==> config.mk <==
export PLATFORM = sky130hd
export DESIGN_NAME = ds3tp_top
export DESIGN_NICKNAME = d
export VERILOG_FILES = /design/src/rtl/ds3tp_pkg.sv /design/src/rtl/ds3tp_mode_dec.sv /design/src/rtl/ds3tp_frame_ctr.sv /design/src/rtl/ds3tp_pay_capture.sv /design/src/rtl/ds3tp_top.sv
export SDC_FILE = /design/constraint.sdc
export NUM_CORES = 1
export LEC_CHECK = 0
export BUFFER_PORTS_ARGS = -buffer_cell sky130_fd_sc_hd__buf_2
export CAP_MARGIN = 20
export CORE_ASPECT_RATIO = 0.5
export CORE_MARGIN = 2
export CORE_UTILIZATION = 50
export DETAILED_ROUTE_END_ITERATION = 10
export PLACE_DENSITY = 0.73
export SLEW_MARGIN = 20
export SYNTH_ARGS = -nofsm -noshare
export SYNTH_HDL_FRONTEND = slang
export SYNTH_SLANG_ARGS = --single-unit
==> constraint.sdc <==
create_clock -name clk_i -period 1.81 [get_ports clk_i]
set_input_delay 0.362 -clock clk_i [delete_from_list [all_inputs] [get_ports clk_i]]
set_output_delay 0.362 -clock clk_i [all_outputs]
set_load 0.01 [all_outputs]
==> src/rtl/ds3tp_pkg.sv <==
package ds3tp_pkg;

    // Timing-reference select codes; only loop timing is handled here.
    typedef enum logic [1:0] {
        TREF_LOOP  = 2'b00,
        TREF_LOCAL = 2'b01,
        TREF_EXT_A = 2'b10,
        TREF_EXT_B = 2'b11
    } tref_e;

    // Default M-frame geometry.
    localparam int unsigned DEF_SUBFRAMES  = 7;
    localparam int unsigned DEF_BLOCKS     = 8;
    localparam int unsigned DEF_BLOCK_BITS = 85;
    localparam int unsigned DEF_OH_BITS    = 1;

endpackage

==> src/rtl/ds3tp_mode_dec.sv <==
module ds3tp_mode_dec
    import ds3tp_pkg::*;
(
    input  logic       nib_mode_i,
    input  logic [1:0] tref_sel_i,
    output logic       en_o
);

    // Active only for serial transfer with the loop-timed reference.
    always_comb begin
        en_o = (nib_mode_i == 1'b0) && (tref_e'(tref_sel_i) == TREF_LOOP);
    end

endmodule

==> src/rtl/ds3tp_frame_ctr.sv <==
module ds3tp_frame_ctr #(
    parameter int unsigned SUBFRAMES  = 7,
    parameter int unsigned BLOCKS     = 8,
    parameter int unsigned BLOCK_BITS = 85,
    parameter int unsigned OH_BITS    = 1,
    parameter int unsigned IDX_W      = $clog2(SUBFRAMES * BLOCKS * (BLOCK_BITS - OH_BITS))
) (
    input  logic             clk_i,
    input  logic             rst_i,
    input  logic             en_i,
    output logic             frame_o,
    output logic             oh_o,
    output logic [IDX_W-1:0] pidx_o
);

    localparam int unsigned BIT_W    = $clog2(BLOCK_BITS);
    localparam int unsigned BLK_W    = $clog2(BLOCKS);
    localparam int unsigned SF_W     = $clog2(SUBFRAMES);
    localparam int unsigned PAY_BITS = SUBFRAMES * BLOCKS * (BLOCK_BITS - OH_BITS);

    typedef struct packed {
        logic [BIT_W-1:0] bitc;
        logic [BLK_W-1:0] blk;
        logic [SF_W-1:0]  sf;
        logic [IDX_W-1:0] pidx;
    } pos_t;

    pos_t pos_d, pos_q;

    always_comb begin
        pos_d = pos_q;
        if (!en_i) begin
            pos_d = '0;
        end else begin
            if (pos_q.bitc >= BIT_W'(OH_BITS)) begin
                pos_d.pidx = pos_q.pidx + 1'b1;
            end
            if (pos_q.bitc == BIT_W'(BLOCK_BITS - 1)) begin
                pos_d.bitc = '0;
                if (pos_q.blk == BLK_W'(BLOCKS - 1)) begin
                    pos_d.blk = '0;
                    if (pos_q.sf == SF_W'(SUBFRAMES - 1)) begin
                        pos_d.sf   = '0;
                        pos_d.pidx = '0;
                    end else begin
                        pos_d.sf = pos_q.sf + 1'b1;
                    end
                end else begin
                    pos_d.blk = pos_q.blk + 1'b1;
                end
            end else begin
                pos_d.bitc = pos_q.bitc + 1'b1;
            end
        end
    end

    always_ff @(posedge clk_i) begin
        if (rst_i) begin
            pos_q <= '0;
        end else begin
            pos_q <= pos_d;
        end
    end

    always_comb begin
        oh_o    = en_i && (pos_q.bitc < BIT_W'(OH_BITS));
        frame_o = en_i && (pos_q.bitc == '0) && (pos_q.blk == '0) && (pos_q.sf == '0);
        pidx_o  = pos_q.pidx;
    end

    // a frame strobe always falls in an overhead slot
    p_frame_in_oh_r3: assert property (@(posedge clk_i) disable iff (rst_i)
        frame_o |-> oh_o);

    // the payload index never leaves its range
    p_pidx_range_r5: assert property (@(posedge clk_i) disable iff (rst_i)
        pos_q.pidx < IDX_W'(PAY_BITS));

    // a strobe after uninterrupted running follows the last payload index
    p_wrap_r2: assert property (@(posedge clk_i) disable iff (rst_i)
        (en_i && $past(en_i) && !$past(rst_i) && frame_o) |->
            ($past(pos_q.pidx) == IDX_W'(PAY_BITS - 1)));

endmodule

==> src/rtl/ds3tp_pay_capture.sv <==
module ds3tp_pay_capture #(
    parameter int unsigned IDX_W = 13
) (
    input  logic             clk_i,
    input  logic             rst_i,
    input  logic             take_i,
    input  logic             bit_i,
    input  logic [IDX_W-1:0] idx_i,
    output logic             valid_o,
    output logic             bit_o,
    output logic [IDX_W-1:0] idx_o
);

    typedef struct packed {
        logic             vld;
        logic             dat;
        logic [IDX_W-1:0] idx;
    } cap_t;

    cap_t cap_d, cap_q;

    always_comb begin
        cap_d     = cap_q;
        cap_d.vld = take_i;
        if (take_i) begin
            cap_d.dat = bit_i;
            cap_d.idx = idx_i;
        end
    end

    always_ff @(posedge clk_i) begin
        if (rst_i) begin
            cap_q <= '0;
        end else begin
            cap_q <= cap_d;
        end
    end

    always_comb begin
        valid_o = cap_q.vld;
        bit_o   = cap_q.dat;
        idx_o   = cap_q.idx;
    end

    // back-to-back captures carry consecutive indices
    p_idx_step_r6: assert property (@(posedge clk_i) disable iff (rst_i)
        (valid_o && $past(valid_o) && !$past(rst_i) && (idx_o != '0)) |->
            (idx_o == $past(idx_o) + 1'b1));

endmodule

==> src/rtl/ds3tp_top.sv <==
module ds3tp_top #(
    parameter int unsigned SUBFRAMES  = ds3tp_pkg::DEF_SUBFRAMES,
    parameter int unsigned BLOCKS     = ds3tp_pkg::DEF_BLOCKS,
    parameter int unsigned BLOCK_BITS = ds3tp_pkg::DEF_BLOCK_BITS,
    parameter int unsigned OH_BITS    = ds3tp_pkg::DEF_OH_BITS,
    parameter int unsigned IDX_W      = $clog2(SUBFRAMES * BLOCKS * (BLOCK_BITS - OH_BITS))
) (
    input  logic             clk_i,
    input  logic             rst_i,
    input  logic             nib_mode_i,
    input  logic [1:0]       tref_sel_i,
    input  logic             ser_data_i,
    output logic             frame_sync_o,
    output logic             oh_slot_o,
    output logic             pay_valid_o,
    output logic             pay_bit_o,
    output logic [IDX_W-1:0] pay_idx_o
);

    logic             en;
    logic [IDX_W-1:0] slot_idx;
    logic             take;

    ds3tp_mode_dec u_mode (
        .nib_mode_i (nib_mode_i),
        .tref_sel_i (tref_sel_i),
        .en_o       (en)
    );

    ds3tp_frame_ctr #(
        .SUBFRAMES  (SUBFRAMES),
        .BLOCKS     (BLOCKS),
        .BLOCK_BITS (BLOCK_BITS),
        .OH_BITS    (OH_BITS),
        .IDX_W      (IDX_W)
    ) u_ctr (
        .clk_i   (clk_i),
        .rst_i   (rst_i),
        .en_i    (en),
        .frame_o (frame_sync_o),
        .oh_o    (oh_slot_o),
        .pidx_o  (slot_idx)
    );

    always_comb begin
        take = en && !oh_slot_o;
    end

    ds3tp_pay_capture #(
        .IDX_W (IDX_W)
    ) u_cap (
        .clk_i   (clk_i),
        .rst_i   (rst_i),
        .take_i  (take),
        .bit_i   (ser_data_i),
        .idx_i   (slot_idx),
        .valid_o (pay_valid_o),
        .bit_o   (pay_bit_o),
        .idx_o   (pay_idx_o)
    );

    // strobes stay low outside the serial loop-timed configuration
    p_off_quiet_r1: assert property (@(posedge clk_i) disable iff (rst_i)
        (nib_mode_i || (tref_sel_i != 2'b00)) |-> (!frame_sync_o && !oh_slot_o));

    // no capture is produced from a cycle with the block inactive
    p_off_novalid_r1: assert property (@(posedge clk_i) disable iff (rst_i)
        (nib_mode_i || (tref_sel_i != 2'b00)) |=> !pay_valid_o);

    // an overhead slot never yields a capture
    p_oh_discard_r7: assert property (@(posedge clk_i) disable iff (rst_i)
        oh_slot_o |=> !pay_valid_o);

endmodule

Word-level counts from Yosys, hierarchy flattened
Index checks and enable logic that the tools add are counted.

storage, ports and cells
  register bits after elaboration = 41
  input bits = 6

operators by class
  order comparisons = 2
  add/sub/neg operators = 4
  bitwise logic cells = 2
  mux-type cells = 6
  equality and inequality tests = 3
  reductions and logical operators = 14

operators with widths
  operator                 count
  $mux W13                 4
  $add A13 B1 Y13 const B  1
  $add A7 B1 Y7 const B    1
  $eq A7 B7 Y1 const B     1
  $ge A7 B1 Y1 const B     1
  $logic_not A7 Y1         1
  $lt A7 B1 Y1 const B     1
  $add A3 B1 Y3 const B    2
  $eq A3 B3 Y1 const B     2
  $logic_and A1 B1 Y1      6
  $logic_not A3 Y1         2
  $mux W3                  2
  $reduce_or A3 Y1         1
  $logic_not A2 Y1         1
  $not A1 Y1               2
  $reduce_and A2 Y1        1
  $reduce_or A2 Y1         1
  $logic_not A1 Y1         1

Depth between registers and ports, before layout
Gate-level depths: netlist (run 1).

  depth in word-level cells = 5
  mapped depth = 8
  mapped depth without buffers = 6

Cells and area by module
From an unflattened synthesis (run 1), not the netlist that was laid out.

second synthesis, totals
  cells, all modules = 208
  area total of the unflattened synthesis = 1981.9 µm²

by module, submodules not included
  module             times used  area each (µm²)  sequential area each (µm²)  cells an instance
  ds3tp_frame_ctr    1           1422.6           520.5                       159
  ds3tp_pay_capture  1           535.5            300.3                       47
  ds3tp_top          1           13.8             0.0                         1
  ds3tp_mode_dec     1           10.0             0.0                         1

Least setup slack after synthesis (run 1)
No wires, ideal clock.

  path kind = register to register
  start = register u_ctr.pos_q[20] (netlist name)
  end = register u_ctr.pos_q (netlist bit u_ctr.pidx_o[10])
  cell stages (with the launch flop) = 7
  clock period less this slack = 1.722 ns
  library setup time = 0.117 ns
  arrival time = 1.605 ns
  required time = 1.693 ns
  path slack = 0.088 ns
  path buffers = 0
  cell sequence = dfxtp_1 -> inv_1 -> ha_1 -> nor4_1 -> a2111oi_0 -> xnor2_1 -> nor2_1

on the way
  word-level cells in the longest chain between the ends = 5
  elaborated cells between the ends (all ways) = 6
  those cells by class = order compare (1); eq/ne (1); mux (4)

RTL lines
  what                    line                   text
  from (decl)             ds3tp_frame_ctr.sv:28  pos_t pos_d, pos_q;
  from (signal assigned)  ds3tp_frame_ctr.sv:61  pos_q <= pos_d;
  $ge A7 B1 Y1            ds3tp_frame_ctr.sv:35  if (pos_q.bitc >= BIT_W'(OH_BITS)) begin
  $mux W13                ds3tp_frame_ctr.sv:35
  $mux W13                ds3tp_frame_ctr.sv:42  if (pos_q.sf == SF_W'(SUBFRAMES - 1)) begin
  $mux W13                ds3tp_frame_ctr.sv:40  if (pos_q.blk == BLK_W'(BLOCKS - 1)) begin
  $mux W13 *              ds3tp_frame_ctr.sv:38  if (pos_q.bitc == BIT_W'(BLOCK_BITS - 1)) begin

Mark *: on every way between the ends. The rest lies on a longest branch, timed or not.
A chain may end at the register's enable or synchronous reset.

Worst setup path after layout (run 1)
  start = register u_ctr.pos_q[20] (netlist name)
  end = output port oh_slot_o

on the way
  word-level cells in the longest chain between the ends = 2

RTL lines
  what                 line                   text
  $lt A7 B1 Y1         ds3tp_frame_ctr.sv:66  oh_o = en_i && (pos_q.bitc < BIT_W'(OH_BITS));
  $logic_and A1 B1 Y1  ds3tp_frame_ctr.sv:66
  to (decl)            ds3tp_top.sv:14        output logic oh_slot_o,

No other way between the ends.

==> flow_metrics.env, run 1 <==
export IMPL_rsz0062_at_grt="yes"
export IMPL_fin_worst_skew_ns=0.006558
export IMPL_core_area_sq_mm=0.003491
export IMPL_grtUsageTotal_pct=20.29
export IMPL_synth_top_area_share_pct=44.53
export IMPL_outcome="complete, but fails checks"
export IMPL_layout_common_cells="nor2_1, dfxtp_1, buf_2, mux2i_1, buf_4"
export IMPL_slew_limit_headroom_pct=61.46
export IMPL_finalSetupTns_ns=-0.08016
export IMPL_powerDensity_mw_per_mm2=744.7
export IMPL_cts_tree="yes"
export IMPL_rows=15
export IMPL_port_buffer_count=22
export IMPL_via_per_inst=5.325
export IMPL_fmax_mhz=540.2
export IMPL_grt_start_max_net_pins=15
export IMPL_ys_seq_area_share_pct=44.53
export IMPL_fin_ws_ns=-0.04121
export IMPL_syn2layout_area_growth_pct=24.71
export IMPL_clk_pin_slew_worst_paths_ns=0.08
export IMPL_fin_crit_sh_pct=102.3
export IMPL_wirelength_um=3891
export IMPL_clock_sinks=41
export IMPL_hold_buffers=0
export IMPL_synth_cell_area_sq_mm=0.001843
export IMPL_gp_congestion=0.8989
export IMPL_async_flop_share_pct=0
export IMPL_synth_edf_count=0
export IMPL_critPathMaxStageDelay_ns=0.54
export IMPL_slew_viol_final=0
export IMPL_num_antenna_cells=0
export IMPL_worstMarginPinSlew_ns=0.5738
export IMPL_critPathCaptureType="primary output"
export IMPL_drive_gt1_share_pct=28.09
export IMPL_drc_errors=0
export IMPL_drv_cap=0
export IMPL_cp_data_arrival_time_ns=1.49
export IMPL_cp_required_ns=1.45
export IMPL_violations="setup timing"
export IMPL_fin_crit_ns=1.851
export IMPL_vias=1523
export IMPL_drt_iter0_markers=61
export IMPL_initial_core_util_pct=52.80
export IMPL_netlist_top_cells_area="dfxtp_1, mux2i_1, nor2_1"
export IMPL_final_hold_viol_count=0
export IMPL_finish_utilization_pct=65.84
export IMPL_io_pins=23
export IMPL_dp_hpwl_um=2575
export IMPL_nNetsFinal=247
export IMPL_p_leak_nw=0.8669
export IMPL_die_y_um=46.93
export IMPL_syn_inst=194
export IMPL_die_w_um=89.86
export IMPL_grt_pass1_wl_um=6299
export IMPL_hold_path_class="input pin to register"
export IMPL_wire_per_inst_um=13.60
export IMPL_first_pass_iters=4
export IMPL_critPathTopFamily="simple AND/OR/NAND/NOR gates"
export IMPL_clk_latency_ns=0.31
export IMPL_clock_path_buffers=2
export IMPL_peakVddDrop_uv=348.3
export IMPL_crit_chain="or4_4 -> nor3_2 -> buf_2"
export IMPL_cts_htree_levels=2
export IMPL_startpoint_type="register"
export IMPL_antenna_found_initial=0
export IMPL_ys_types=38
export IMPL_die_area_sq_mm=0.004217
export IMPL_yosys_area_top_type="dfxtp_1"
export IMPL_ys_seq_elements=41
export IMPL_cp_buffers_inverters=1
export IMPL_worstSetupPathType="register to primary output"
export IMPL_cp_slowest_cell="or4_4"
export IMPL_path_max_fanout=3
export IMPL_gr_total_overflow=0
export IMPL_yosys_warnings=0
export IMPL_synth_main_ff_cell="dfxtp_1"
export IMPL_syn_avg_cell_area_sq_um=9.500
export IMPL_root_buffer="clkbuf_8"
export IMPL_antenna_left=0
export IMPL_grt_pass1_vias=1363
export IMPL_cts_buffers=5
export IMPL_finalSetupViolCount=4
export IMPL_syn_num_nets=207
## routing by layer
metal | part of all wire [%] | up-vias | GRT usage, %
met1 | 48 | 725 | 23.51
met3 | 4.8 | 5 | 9.470
met2 | 46 | 30 | 34.39
met4 | 1.3 | 0 | 8.308
li1 | - | 763 | -
met5 | 0 | - | 0
## sequential cells by signal, summed over array words and instances (netlist names)
register / flops
u_cap.bit_o: 1
u_cap.idx_o: 13
u_cap.valid_o: 1
u_ctr.pidx_o: 13
u_ctr.pos_q: 13
## kinds of logic after synthesis
logic type                 count (synthesis)  share of synthesized area, %
muxes                                     19                         10.32
xor gates and xnor gates                  13                         6.178
adders and majority gates                  7                         4.752
DFF                                       41                         44.54
and+or+nand+nor                           75                         21.11
AOI/OAI and AO/OA                         25                         9.709
buffers and inverters                     14                         3.394
## path summary, 6_finish.rpt
kind | start | endpoint | slack, ns | cells past startpoint
setup / recovery | u_ctr.pos_q[20]$_SDFF_PP0_ | oh_slot_o | -0.04 | 3
hold / removal | ser_data_i | u_cap.bit_o$_SDFFE_PP0P_ | 0.31 | 3
setup reg to reg | u_ctr.pos_q[20]$_SDFF_PP0_ | u_ctr.pidx_o[11]$_SDFF_PP0_ | -0.01 | 6
hold reg to reg | u_cap.idx_o[3]$_SDFFE_PP0P_ | u_cap.idx_o[3]$_SDFFE_PP0P_ | 0.49 | 2
## cell type report
class	count	area, sq um
clock buffer	5	68.82
inverter	6	22.52
multi-input combinational	139	998.5
clock inverter	3	46.29
timing repair buffer	41	269.0
fill	276	1192
sequential	41	829.5
tap	51	63.81
## through the flow
| stage | instance area, sq um | hold WS [ns] | setup WS, ns | instances | power [mW] |
|---|---|---|---|---|---|
| 6_report | 2298 | 0.3102 | -0.04121 | 286 | 1.712 |
| 5_1_grt | 2298 | 0.3046 | -0.09321 | 286 | 1.784 |
| 4_1_cts | 2236 | 0.2836 | -0.04987 | 282 | 1.719 |
| 2_1_floorplan | 1843 | 0.4344 | 0.08805 | 194 | 0.9493 |
| 3_3_place_gp | 2087 | 0.4666 | 0.02012 | 272 | 0.9677 |
| 3_5_place_dp | 2087 | 0.4792 | 0.03595 | 272 | 0.9691 |
## worst min-delay path: stages
cell     delay (ns)
buf_2          0.08
mux2i_1        0.06
nor2_1         0.08
## timing repair
item / CTS / global route
endpoints found under the setup margin: 6 / 15
pin swaps: 1 / 3
resized for setup: 7 / 10
gates cloned: 0 / 0
buffers inserted: 2 / 4
## cell usage after synthesis (3+ instances only)
| cell | instances |
|---|---|
| dfxtp_1 | 41 |
| nor2_1 | 38 |
| mux2i_1 | 19 |
| a21oi_1 | 11 |
| xnor2_1 | 9 |
| ha_1 | 7 |
| nand3_1 | 7 |
| inv_1 | 6 |
| buf_2 | 5 |
| nand4_1 | 4 |
| or3_1 | 4 |
| xor2_1 | 4 |
| and4_1 | 3 |
| nand2_1 | 3 |
| nor3_1 | 3 |
## power by group
group	switching [mW]	leakage, nW	total (mW)	internal, mW
clock	0.348	0.0543	0.761	0.413
sequential	0.00125	0.332	0.901	0.899
combinational	0.0274	0.480	0.0503	0.0229
No activity file was read; power rests on OpenSTA's default activity.
==> inputs of run 2 (changes only) <==
--- a/config.mk
+++ b/config.mk
@@ -8,9 +8,10 @@
 export BUFFER_PORTS_ARGS = -buffer_cell sky130_fd_sc_hd__buf_2
 export CAP_MARGIN = 20
 export CORE_ASPECT_RATIO = 0.5
-export CORE_MARGIN = 2
+export CORE_MARGIN = 3
 export CORE_UTILIZATION = 50
 export DETAILED_ROUTE_END_ITERATION = 10
+export MAX_ROUTING_LAYER = met4
 export PLACE_DENSITY = 0.73
 export SLEW_MARGIN = 20
 export SYNTH_ARGS = -nofsm -noshare
==> run 2 against run 1 <==
The flow still finishes with violations (setup timing); die area increased by 6.6%; register-to-register slack improved by 0.02 ns; non-clock buffer count increased by 1; critical path depth unchanged; combinational power increased by 2%; routed wire length decreased by 3.4%; clock-buffer cell count unchanged; power decreased by 0.36%; via count decreased by 2.0%.
==> flow_metrics.env, run 2 (synthesis gave the netlist of run 1 again) <==
export IMPL_peakVddDrop_uv=464.6
export IMPL_fin_ws_ns=-0.02281
export IMPL_whs_ns=0.3036
export IMPL_critPathCaptureType="primary output"
export IMPL_wirelength_um=3760
export IMPL_root_buffer="clkbuf_8"
export IMPL_grtUsageTotal_pct=17.95
export IMPL_clock_sinks=41
export IMPL_drive_gt1_share_pct=27.97
export IMPL_hold_buffers=0
export IMPL_finish_utilization_pct=70.85
export IMPL_p_leak_nw=0.8691
export IMPL_antenna_found_initial=0
export IMPL_violations="setup timing"
export IMPL_min_to="u_cap.bit_o$_SDFFE_PP0P_"
export IMPL_gr_total_overflow=0
export IMPL_timing_rr_start="u_ctr.pos_q[20]$_SDFF_PP0_"
export IMPL_rows=14
export IMPL_grt_pass1_wl_um=6327
export IMPL_io_pins=23
export IMPL_final_cells=284
export IMPL_finalSetupTns_ns=-0.02281
export IMPL_antenna_left=0
export IMPL_layout_commonest_cell="dfxtp_1"
export IMPL_cp_data_arrival_time_ns=1.47
export IMPL_clk_pin_slew_worst_paths_ns=0.08
export IMPL_startpoint_type="register"
export IMPL_initial_core_util_pct=56.57
export IMPL_cp_required_ns=1.45
export IMPL_fin_worst_skew_ns=0.01040
export IMPL_critPathMaxStageDelay_ns=0.54
export IMPL_first_pass_iters=4
export IMPL_grt_pass1_vias=1445
export IMPL_fmax_mhz=545.6
export IMPL_grt_start_max_net_pins=15
export IMPL_drc_errors=0
export IMPL_outcome="complete, but fails checks"
export IMPL_drv_cap=0
export IMPL_final_hold_viol_count=0
export IMPL_core_area_sq_mm=0.003258
export IMPL_p_total_mw=1.705
export IMPL_clkPwrFrac_pct=44.1
export IMPL_port_buffer_count=22
export IMPL_r2r_cells=5
export IMPL_cts_htree_levels=2
export IMPL_slew_viol_final=0
export IMPL_vias=1493
export IMPL_cts_buffers=5
export IMPL_cp_slowest_cell="or4_4"
export IMPL_r2r_slack_ns=0.01
export IMPL_hold_path_class="input pin to register"
export IMPL_dp_hpwl_um=2603
export IMPL_slew_limit_headroom_pct=71.03
export IMPL_via_per_inst=5.257
export IMPL_fin_crit_ns=1.833
export IMPL_nFillCells=269
export IMPL_rsz0062_at_grt="yes"
export IMPL_hp_start="ser_data_i"
export IMPL_p_sw_share_pct=21.59
export IMPL_die_y_um=48.93
export IMPL_clk_latency_ns=0.30
export IMPL_dp_cells=272
export IMPL_gp_congestion=0.9033
export IMPL_worstSetupPathType="register to primary output"
export IMPL_share_comb_of_total_power_pct=3.0
export IMPL_nNetsFinal=248
export IMPL_worstMarginPinSlew_ns=0.4313
export IMPL_clock_path_buffers=2
export IMPL_powerDensity_mw_per_mm2=738.8
export IMPL_seqPwrFrac_pct=52.9
export IMPL_num_antenna_cells=0
export IMPL_cts_tree="yes"
export IMPL_drt_iter0_markers=40
export IMPL_whs_path_depth=3
export IMPL_fin_crit_sh_pct=101.3
export IMPL_p_int_mw=1.337
export IMPL_die_area_sq_mm=0.004495
export IMPL_finalSetupViolCount=1
export IMPL_path_max_fanout=4
export IMPL_crit_chain="or4_4 -> nor3_2 -> buf_2"
export IMPL_switchingPower_uw=368.1
export IMPL_regToRegEndpoint="u_ctr.pidx_o[11]$_SDFF_PP0_"
export IMPL_syn2layout_area_growth_pct=25.25
export IMPL_layout_common_cells="dfxtp_1, nor2_1, buf_2, mux2i_1, buf_4"
export IMPL_wire_per_inst_um=13.24
export IMPL_die_w_um=91.86
-- run 2: cell types whose count changed in the layout (fill, tap and decap cells not counted), sizes merged --
cell,before,now
buf,41,42
-- run 2: power by group through the flow --
stage,combinational (mW),clock (mW),sequential (mW)
6_report,0.0513,0.752,0.902
5_1_grt,0.0568,0.823,0.903
4_1_cts,0.0480,0.767,0.902
3_5_place_dp,0.0450,0,0.925
3_3_place_gp,0.0444,0,0.925
2_1_floorplan,0.0244,0,0.925
-- run 2: through the flow --
step / cell area [sq um] / setup slack (ns)
after floorplan: 1843 / 0.08805
after global placement: 2106 / 0.04733
after detailed placement: 2106 / 0.01110
after CTS: 2260 / -0.03157
after global routing: 2308 / -0.1059
final: 2308 / -0.02281
-- run 2: worst max-delay path: cells and delay by family (launching register included) --
| kind | cells | cell delay, ns |
|---|---|---|
| simple gates | 2 | 0.68 |
| buf+inv | 1 | 0.15 |
| flops | 1 | 0.34 |
-- run 2: what timing repair did --
action	in CTS	in global routing
pin swaps	1	4
buffers inserted	3	2
setup endpoints to repair	3	16
endpoints found under the hold margin	0	0
resized for setup	6	11
-- run 2: layout make-up --
class	count	area [sq um]	area share, %
multi-input combinational	139	1010	43.74
sequential	41	825.8	35.77
timing repair buffer	42	272.8	11.82
clock buffer	5	68.82	2.981
tap	48	60.06	2.602
clock inverter	3	46.29	2.005
inverter	6	25.02	1.084
-- run 2: worst max-delay path by stage --
stage / startpoint / to / slack [ns] / depth (start not counted)
5_1_grt: u_ctr.pos_q[23]$_SDFF_PP0_ / oh_slot_o / -0.11 / 3
3_3_place_gp: tref_sel_i[1] / u_ctr.pidx_o[9]$_SDFF_PP0_ / 0.05 / 5
2_1_floorplan: u_ctr.pos_q[20]$_SDFF_PP0_ / u_ctr.pidx_o[10]$_SDFF_PP0_ / 0.09 / 6
6_report: u_ctr.pos_q[20]$_SDFF_PP0_ / oh_slot_o / -0.02 / 3
4_1_cts: u_ctr.pos_q[20]$_SDFF_PP0_ / oh_slot_o / -0.03 / 3
3_5_place_dp: tref_sel_i[1] / u_ctr.pidx_o[11]$_SDFF_PP0_ / 0.01 / 5
-- run 2: per-layer routing --
layer / global-route usage, % / up-vias / part of all wire [%]
met1: 20.65 / 702 / 49
li1: - / 763 / -
met3: 6.163 / 8 / 3.6
met5: - / - / 0
met4: 8.128 / 0 / 1.5
met2: 28.50 / 20 / 46
==> inputs of run 3 (changes only) <==
--- a/config.mk
+++ b/config.mk
@@ -12,7 +12,7 @@
 export CORE_UTILIZATION = 50
 export DETAILED_ROUTE_END_ITERATION = 10
 export MAX_ROUTING_LAYER = met4
-export PLACE_DENSITY = 0.73
+export PLACE_DENSITY = 0.7
 export SLEW_MARGIN = 20
 export SYNTH_ARGS = -nofsm -noshare
 export SYNTH_HDL_FRONTEND = slang
==> constraint.sdc (replaced) <==
create_clock -name clk_i -period 2.2 [get_ports clk_i]
set_input_delay 0.44 -clock clk_i [delete_from_list [all_inputs] [get_ports clk_i]]
set_output_delay 0.44 -clock clk_i [all_outputs]
set_load 0.01 [all_outputs]
==> run 3 against run 2 <==
Combinational power down 36%; clock-buffer cell count up 1; routed wire length down 4.4%; core utilization down 5.5 points; clock power down 15%; critical path type unchanged; global-route usage up 0.052 points; power down 17%; the flow now finishes without violations.
==> flow_metrics.env, run 3 (synthesis gave the netlist of run 1 again) <==
export IMPL_final_area_sq_mm=0.002128
export IMPL_grt_pass1_wl_um=6154
export IMPL_critPathCaptureType="primary output"
export IMPL_p_leak_nw=0.7821
export IMPL_antenna_left=0
export IMPL_hold_buffers=0
export IMPL_hp_start="ser_data_i"
export IMPL_min_to="u_cap.bit_o$_SDFFE_PP0P_"
export IMPL_critPathMaxStageDelay_ns=0.60
export IMPL_antenna_found_initial=0
export IMPL_r2r_cells=7
export IMPL_cp_required_ns=1.76
export IMPL_rows=14
export IMPL_clock_sinks=41
export IMPL_grt_pass1_vias=1381
export IMPL_clock_path_buffers=2
export IMPL_cp_data_arrival_time_ns=1.63
export IMPL_grtUsageTotal_pct=18.00
export IMPL_cp_slowest_cell="or4_4"
export IMPL_via_per_inst=5.351
export IMPL_io_pins=23
export IMPL_fin_worst_skew_ns=0.005682
export IMPL_initial_core_util_pct=56.57
export IMPL_layout_commonest_cell="dfxtp_1"
export IMPL_crit_chain="or4_4 -> nor3_1 -> buf_2"
export IMPL_drc_errors=0
export IMPL_core_area_sq_mm=0.003258
export IMPL_grt_util_met3_pct=5.701
export IMPL_drive_gt1_share_pct=18.18
export IMPL_peakVddDrop_uv=369.4
export IMPL_first_pass_iters=4
export IMPL_layout_common_cells="dfxtp_1, nor2_1, buf_2, mux2i_1, a21oi_1"
export IMPL_clk_pin_slew_worst_paths_ns=0.08
export IMPL_r2r_slack_ns=0.29
export IMPL_powerDensity_mw_per_mm2=665.4
export IMPL_place_area_sq_mm=0.002003
export IMPL_finalSetupViolCount=0
export IMPL_wirelength_um=3594
export IMPL_drt_iter0_markers=61
export IMPL_cts_buffers=5
export IMPL_regToRegEndpoint="u_ctr.pidx_o[6]$_SDFF_PP0_"
export IMPL_final_hold_viol_count=0
export IMPL_syn2layout_area_growth_pct=15.48
export IMPL_hold_path_class="input pin to register"
export IMPL_worstSetupPathType="register to primary output"
export IMPL_die_w_um=91.86
export IMPL_nNetsFinal=232
export IMPL_whs_path_depth=3
export IMPL_drv_cap=0
export IMPL_use_met1_pct=21.93
export IMPL_finalSetupTns_ns=0
export IMPL_fin_crit_ns=2.068
export IMPL_dp_hpwl_um=2563
export IMPL_cts_tree="yes"
export IMPL_wire_per_inst_um=13.41
export IMPL_grt_start_max_net_pins=16
export IMPL_gr_total_overflow=0
export IMPL_die_y_um=48.93
export IMPL_root_buffer="clkbuf_8"
export IMPL_num_antenna_cells=0
export IMPL_die_area_sq_mm=0.004495
export IMPL_port_buffer_count=22
export IMPL_slew_limit_headroom_pct=63.69
export IMPL_startpoint_type="register"
export IMPL_fmax_mhz=483.6
export IMPL_worstMarginPinSlew_ns=0.5310
export IMPL_slew_viol_final=0
export IMPL_timing_rr_start="u_ctr.pos_q[19]$_SDFF_PP0_"
export IMPL_clk_latency_ns=0.30
export IMPL_path_max_fanout=6
export IMPL_grt_busiest_layer="met2"
export IMPL_cts_htree_levels=2
export IMPL_vias=1434
export IMPL_rsz0062_at_grt="no"
export IMPL_outcome="completed"
export IMPL_use_met2_pct=26.93
export IMPL_gp_congestion=0.8341
export IMPL_fin_crit_sh_pct=93.99
==> run 3: repair_timing <==
| action | CTS | global route |
|---|---|---|
| buffers inserted | 0 | 0 |
| gates resized for setup | 0 | 1 |
| setup endpoints to repair | 0 | 1 |
==> run 3: report_power, final <==
group	total [mW]	switching, mW	internal, mW
Sequential	0.743	0.00139	0.742
Combinational	0.0328	0.0196	0.0132
Clock	0.640	0.271	0.369
==> run 3: worst max-delay path by stage <==
stage	start	slack [ns]	endpoint	depth (start not counted)
2_1_floorplan	tref_sel_i[1]	0.47	u_ctr.pidx_o[11]$_SDFF_PP0_	6
3_3_place_gp	tref_sel_i[1]	0.32	u_ctr.pos_q[23]$_SDFF_PP0_	6
3_5_place_dp	u_ctr.pos_q[19]$_SDFF_PP0_	0.30	u_ctr.pidx_o[12]$_SDFF_PP0_	7
4_1_cts	u_ctr.pos_q[19]$_SDFF_PP0_	0.09	frame_sync_o	7
5_1_grt	u_ctr.pos_q[19]$_SDFF_PP0_	0.03	frame_sync_o	7
6_report	u_ctr.pos_q[22]$_SDFF_PP0_	0.13	oh_slot_o	3
==> run 3: worst max-delay path, delay by kind of cell (launching register included) <==
kind / cells / cell delay (ns)
buf+inv: 1 / 0.15
flops: 1 / 0.40
simple gates: 2 / 0.78
==> run 3: final cells by class <==
| cell class | instances | area (sq um) |
|---|---|---|
| tap | 48 | 60.06 |
| inverter | 6 | 22.52 |
| clock inverter | 2 | 37.54 |
| timing repair buffer | 26 | 140.1 |
| sequential | 41 | 820.8 |
| multi-input combinational | 139 | 964.7 |
| fill | 284 | 1130 |
| clock buffer | 6 | 82.58 |
==> run 3: metrics by stage <==
| step | utilization [%] | setup WS [ns] | cells | hold slack [ns] | power (mW) |
|---|---|---|---|---|---|
| 2_1_floorplan | - | 0.4662 | 194 | 0.4648 | 0.7810 |
| 3_3_place_gp | 61.48 | 0.3214 | 260 | 0.4674 | 0.7933 |
| 3_5_place_dp | 61.48 | 0.2999 | 260 | 0.4766 | 0.7936 |
| 4_1_cts | 65.17 | 0.08647 | 268 | 0.3714 | 1.434 |
| 5_1_grt | 65.32 | 0.03301 | 268 | 0.3974 | 1.476 |
| 6_report | 65.32 | 0.1322 | 268 | 0.3751 | 1.416 |
==> run 3: metal layers <==
metal | share of wire, % | wire [um]
met1 | 50 | 1789
met2 | 43 | 1545
met3 | 5.2 | 186
met4 | 2.0 | 72
met5 | 0 | 0
